### config.mk
export PLATFORM = sky130hd
export DESIGN_NAME = mdrv_fault_sup
export DESIGN_NICKNAME = d
export VERILOG_FILES = /design/src/rtl/mdrv_pkg.sv /design/src/rtl/mdrv_hyst_flag.sv /design/src/rtl/mdrv_oc_latch.sv /design/src/rtl/mdrv_wake_timer.sv /design/src/rtl/mdrv_fault_sup.sv
export SDC_FILE = /design/constraint.sdc
export NUM_CORES = 1
export LEC_CHECK = 0
export ABC_CLOCK_PERIOD_IN_PS = 3600
export BUFFER_PORTS_ARGS = -buffer_cell sky130_fd_sc_hd__buf_2
export CORE_MARGIN = 2
export CORE_UTILIZATION = 45
export CTS_BUF_LIST = sky130_fd_sc_hd__clkbuf_4
export DETAILED_ROUTE_END_ITERATION = 8
export PLACE_DENSITY = 0.66
export SLEW_MARGIN = 10
export SYNTH_ARGS = -nofsm -noshare
export SYNTH_HDL_FRONTEND = slang
export SYNTH_SLANG_ARGS = --single-unit
### constraint.sdc
create_clock -name clk -period 3.6 [get_ports clk]
set_clock_uncertainty 0.1 [all_clocks]
set_input_delay 0.36 -clock clk [delete_from_list [all_inputs] [get_ports clk]]
set_output_delay 0.36 -clock clk [all_outputs]
set_load 0.03 [all_outputs]
### src/rtl/mdrv_pkg.sv
// Shared sizes and types for the motor driver fault supervisor.
// Assumes two bridges with two direction inputs each.
package mdrv_pkg;
    localparam int NUM_BRIDGE = 2;
    localparam int DIR_PER_BR = 2;
    localparam int NUM_DIR    = NUM_BRIDGE * DIR_PER_BR;

    // Held protection conditions, one bit each.
    typedef struct packed {
        logic uv;
        logic ot;
        logic oc;
    } mdrv_hold_t;
endpackage

### src/rtl/mdrv_hyst_flag.sv
// Hysteresis state from a pair of digitized set/release flags.
// The set flag wins when both are high. Assumes flags already synchronous.
module mdrv_hyst_flag (
    input  logic clk,
    input  logic rst_n,
    input  logic set_i,
    input  logic rel_i,
    output logic held_o
);
    // Set has priority, release only clears, otherwise hold.
    always_ff @(posedge clk) begin
        if (!rst_n)      held_o <= 1'b0;
        else if (set_i)  held_o <= 1'b1;
        else if (rel_i)  held_o <= 1'b0;
    end

    a_r6_set_wins: assert property (@(posedge clk) disable iff (!rst_n)
        set_i |=> held_o);
    a_r6_release: assert property (@(posedge clk) disable iff (!rst_n)
        (rel_i && !set_i) |=> !held_o);
endmodule

### src/rtl/mdrv_oc_latch.sv
// One overcurrent latch per bridge, ORed into a single shutdown.
// A one-cycle flag is enough. Sleep clears, and flags are ignored while asleep.
module mdrv_oc_latch #(
    parameter int NB = 2
) (
    input  logic          clk,
    input  logic          rst_n,
    input  logic          awake_i,
    input  logic [NB-1:0] oc_i,
    output logic          oc_any_o
);
    logic [NB-1:0] lat_q;

    for (genvar b = 0; b < NB; b++) begin : g_br
        // Capture this bridge's event; sleep or reset clears it.
        always_ff @(posedge clk) begin
            if (!rst_n || !awake_i) lat_q[b] <= 1'b0;
            else if (oc_i[b])       lat_q[b] <= 1'b1;
        end
    end

    assign oc_any_o = |lat_q;

    a_r4_capture: assert property (@(posedge clk) disable iff (!rst_n)
        (awake_i && |oc_i) |=> oc_any_o);
    a_r5_hold: assert property (@(posedge clk) disable iff (!rst_n)
        (awake_i && oc_any_o) |=> oc_any_o);
    a_r5_sleep_clears: assert property (@(posedge clk) disable iff (!rst_n)
        !awake_i |=> !oc_any_o);
endmodule

### src/rtl/mdrv_wake_timer.sv
// Counts settling cycles after sleep is released and flags readiness.
// Assumes sleep_n is already synchronous to clk.
module mdrv_wake_timer #(
    parameter int WAKE_CYC = 150000
) (
    input  logic clk,
    input  logic rst_n,
    input  logic awake_i,
    output logic ready_o
);
    localparam int CW = $clog2(WAKE_CYC + 1);
    localparam logic [CW-1:0] LIMIT = CW'(WAKE_CYC);

    logic [CW-1:0] cnt_q;

    // Count up while awake, saturate at the limit, restart when asleep.
    always_ff @(posedge clk) begin
        if (!rst_n || !awake_i)  cnt_q <= '0;
        else if (cnt_q != LIMIT) cnt_q <= cnt_q + 1'b1;
    end

    assign ready_o = (cnt_q == LIMIT);

    a_r3_sleep_not_ready: assert property (@(posedge clk) disable iff (!rst_n)
        !awake_i |=> !ready_o);
    a_r2_ready_sticks: assert property (@(posedge clk) disable iff (!rst_n)
        (ready_o && awake_i) |=> ready_o);
endmodule

### src/rtl/mdrv_fault_sup.sv
// Protection supervisor for a two-bridge motor driver: wake settling,
// latched overcurrent, thermal and undervoltage hysteresis, fault output.
// Assumes every input is synchronous to clk.
module mdrv_fault_sup
    import mdrv_pkg::*;
#(
    parameter int WAKE_CYC = 150000
) (
    input  logic                  clk,
    input  logic                  rst_n,
    input  logic                  sleep_n,
    input  logic                  ot_set,
    input  logic                  ot_rel,
    input  logic                  uv_set,
    input  logic                  uv_rel,
    input  logic [NUM_BRIDGE-1:0] oc_flag,
    input  logic [NUM_DIR-1:0]    dir_in,
    output logic                  bridge_en,
    output logic                  wake_ready,
    output logic                  fault_n
);
    mdrv_hold_t hold;
    logic       ready;

    mdrv_wake_timer #(.WAKE_CYC(WAKE_CYC)) u_wake (
        .clk(clk), .rst_n(rst_n), .awake_i(sleep_n), .ready_o(ready));

    mdrv_oc_latch #(.NB(NUM_BRIDGE)) u_oc (
        .clk(clk), .rst_n(rst_n), .awake_i(sleep_n),
        .oc_i(oc_flag), .oc_any_o(hold.oc));

    mdrv_hyst_flag u_ot (
        .clk(clk), .rst_n(rst_n), .set_i(ot_set), .rel_i(ot_rel),
        .held_o(hold.ot));

    mdrv_hyst_flag u_uv (
        .clk(clk), .rst_n(rst_n), .set_i(uv_set), .rel_i(uv_rel),
        .held_o(hold.uv));

    // Combine readiness, held faults and idle direction inputs.
    always_comb begin
        wake_ready = ready;
        fault_n    = !(hold.ot || hold.oc);
        bridge_en  = ready && (hold == '0) && (dir_in != '0);
    end

    a_r1_reset_state: assert property (@(posedge clk)
        !rst_n |=> (!wake_ready && !bridge_en && fault_n));
    a_r9_en_needs_ready: assert property (@(posedge clk) disable iff (!rst_n)
        bridge_en |-> (wake_ready && fault_n));
    a_r7_uv_blocks: assert property (@(posedge clk) disable iff (!rst_n)
        uv_set |=> !bridge_en);
    a_r8_idle_off: assert property (@(posedge clk) disable iff (!rst_n)
        (dir_in == '0) |-> !bridge_en);
endmodule

==> key figures <==
Cells and area
  – Antenna Cells: 0
  – Ratio of cells with drive above 1 in the final layout: 0.175
  – Area of the multi-input gates: 579 sq um
  – Nets: 153
  – Filler cells: around 220
  – Syn-to-layout area delta: 12.4%
  – Register Area: approximately 440 sq um
  – Fin util: 0.533
  – Commonest non-fill, non-tap cell in the layout: dfxtp_1
  – Final instance area: around 1200 sq um
  – Commonest non-fill, non-tap cells in the layout: 22 x dfxtp_1, 18 x nor2_1, 15 x buf_2

STA
  – Final min period: 2580 ps
  – Fin crit share: 0.718
  – Endpoints failing setup: 0
  – RSZ-0062 raised after global routing: false
  – Least-Margin Pin Slew: ~650 ps
  – Fin. Hold Viols: 0
  – Max_slew headroom: 0.565
  – Maximum clock frequency: roughly 0.39 GHz
  – Setup TNS: 0 ps
  – Max Slew Vio Count: 0

Die
  – # IOs: 16
  – Row count: 17
  – Die ar.: approximately 2700 sq um
  – Core area: between 2000 and 2500 sq um
  – Die width: 52.0 microns
  – Initial Utilization: 0.474
  – Die H: between 50 and 60 microns

Route
  – Final WL: 2200 microns
  – DRT Pass-1 Iters: 4
  – Initial drt markers: 35
  – Detail Route Antenna Nets: 0
  – DRC Markers: 0
  – Routed WL per cell: ~13 microns
  – Via count: just over 900
  – Via density: 5.57

Synth
  – Mapped Avg Cell Area: between 8 and 9 sq um
  – Share of the synthesized area in the top cell type: 0.424
  – Synthesized cell area: a little over 1000 sq um
  – Yosys cell types: 31
  – Sequential area share after synthesis: 0.424
  – Cells after Synth: 120
  – Ranking of synthesized cells by area: dfxtp_1 42%, nor2_1 6.5%, xnor2_1 5.9%, nand3_1 5.3%, nand4_1 4.2%
  – Synth warn: 0
  – Post-synth top area cell: dfxtp_1
  – Net Count, Synth: about 140
  – FF+latch count, synth: 22

Pwr
  – NetSw: roughly 0.00009 W
  – Leakage: 0.405 nW
  – Sw Share: 0.232
  – Power share of the clock group: 0.296
  – Combinational Power Share: 0.063
  – Pwr Density: 333 nW/um^2
  – Total power: between 0.0003 and 0.0004 W
  – Worst VDD drop: 292 uV
  – P_int: 0.000299 W
  – Flop pwr share: 0.642

Setup path
  – Critical Path Source Type: flop
  – Worst Setup End Kind: output port
  – CP cell instances: inv_1 -> ha_1 -> or3b_1 -> or3_4 -> nor4_2 -> buf_2
  – CP max stage cell: dfxtp_1
  – Critical path class: flop to output port
  – WP data arrival: between 2000 and 2500 ps
  – Worst path top cell family by delay: simple AND/OR/NAND/NOR gates
  – Crit path max fanout: 5
  – Worst path max stage delay: ~370 ps
  – Critical path buffer and inverter count: 2
  – CP Data Required Time: 3140 ps

CTS
  – Post-CTS Resized: 0
  – CTS root buf: clkbuf_4
  – H-tree depth: 1
  – CTS tree: done
  – CTS max path bufs: 2
  – Worst skew pair latency: 320 ps
  – Hold bufs inserted after CTS: 0
  – Reg clk slew, reported paths: between 100 and 150 ps
  – Num Clock Sinks: 22
  – Post-CTS setup buffer count: 0
  – Cts bufs inserted: 3

Run status
  – Run status: finished, final reports clean

Place
  – DP Wirelength: 1610 microns
  – Routability cong.: 0.832
  – IO buf count: 15
  – DP Area: roughly 1100 sq um

Global route
  – Vias in the first global route: between 800 and 900
  – Gr ovfl total: 0
  – First-pass GRT wire length: 3730 microns
  – GRT Total Usage: 0.189
  – Pin count of the biggest net entering global routing: 21
  – Initial antenna violation count: 0

Worst hold path
  – Hold Path Class: input pin to flop

Job
  – Max-cap violations: 0
[Yosys cell counts]
| cell type | n |
|---|---|
| o21a_1 | 2 |
| nand3_2 | 1 |
| nand4_1 | 7 |
| nor2_1 | 18 |
| or3b_1 | 1 |
| a21oi_1 | 5 |
| nor2b_1 | 3 |
| or3_4 | 1 |
| or3_1 | 1 |
| nand3_1 | 11 |
| and3_1 | 2 |
| and4b_1 | 1 |
| buf_1 | 1 |
| nor4b_1 | 1 |
| nor4_1 | 1 |
| nand2b_1 | 1 |
| nor3_1 | 6 |
| dfxtp_1 | 22 |
| inv_1 | 3 |
| nand4b_1 | 1 |
| and4_1 | 1 |
| nor4_2 | 2 |
| clkbuf_1 | 1 |
| nand2_1 | 5 |
| xor2_1 | 4 |
| xnor2_1 | 7 |
| mux2i_1 | 2 |
| o41ai_1 | 1 |
| or2_2 | 2 |
| o21ai_0 | 4 |
| ha_1 | 2 |
[metrics by stage]
stage / hold WS (ps) / std cells / worst slack (ps)
floorplan: 339 / 120 / 1270
global placement: 353 / 161 / 1440
detailed placement: 367 / 161 / 1390
CTS: 134 / 165 / 1020
global route: 133 / 165 / 877
finish: 142 / 165 / 1020
[logic make-up (layout without fill, tap and decap cells)]
family                   count (synthesis)  in the layout  synth area share
AND/OR/NAND/NOR                         66             66             0.355
flip-flops                              22             22             0.424
AO/OA/AOI/OAI                           12             12            0.0663
XOR/XNOR                                11             11            0.0928
buffers and inverters                    5             22            0.0181
adder cells (fa/ha/maj)                  2              2            0.0241
multiplexers                             2              2            0.0193
[metal layers]
layer	GRT usage	part of all wire	vias up
met3	0.0603	0.033	4
met2	0.306	0.49	10
met5	0	0	-
li1	-	-	460
met1	0.241	0.46	445
met4	0.0526	0.012	0
[final cells by class]
| class | count | share of cell area |
|---|---|---|
| clock inverters | 1 | 0.00322 |
| inverters | 3 | 0.00965 |
| flip-flops and latches | 22 | 0.377 |
| multi-input cells | 93 | 0.496 |
| clock buffers | 3 | 0.0193 |
| well taps | 28 | 0.0300 |
| repair buffers | 15 | 0.0643 |
[worst paths after layout]
check	start	to	slack (ps)	cells after the start
setup reg to reg	u_wake.cnt_q[0]	u_wake.cnt_q[1]	1790	6
hold / removal	uv_set	u_uv.held_o	140	2
hold reg to reg	u_oc.lat_q[0]	u_oc.lat_q[0]	380	2
setup / recovery	u_wake.cnt_q[0]	bridge_en	1020	6
[flip-flops by register name, indices dropped and copies added (netlist names)]
register and flops:
u_ot.held_o 1, u_oc.lat_q 2, u_uv.held_o 1, u_wake.cnt_q 18
[power groups by stage]
stage	registers, W	logic, W	clock network (W)
2_1_floorplan	0.000255	0.0000144	0
3_3_place_gp	0.000255	0.0000238	0
3_5_place_dp	0.000255	0.0000244	0
4_1_cts	0.000250	0.0000245	0.000121
5_1_grt	0.000251	0.0000272	0.000130
6_report	0.000250	0.0000244	0.000115
No activity file was read; power rests on OpenSTA's default activity.
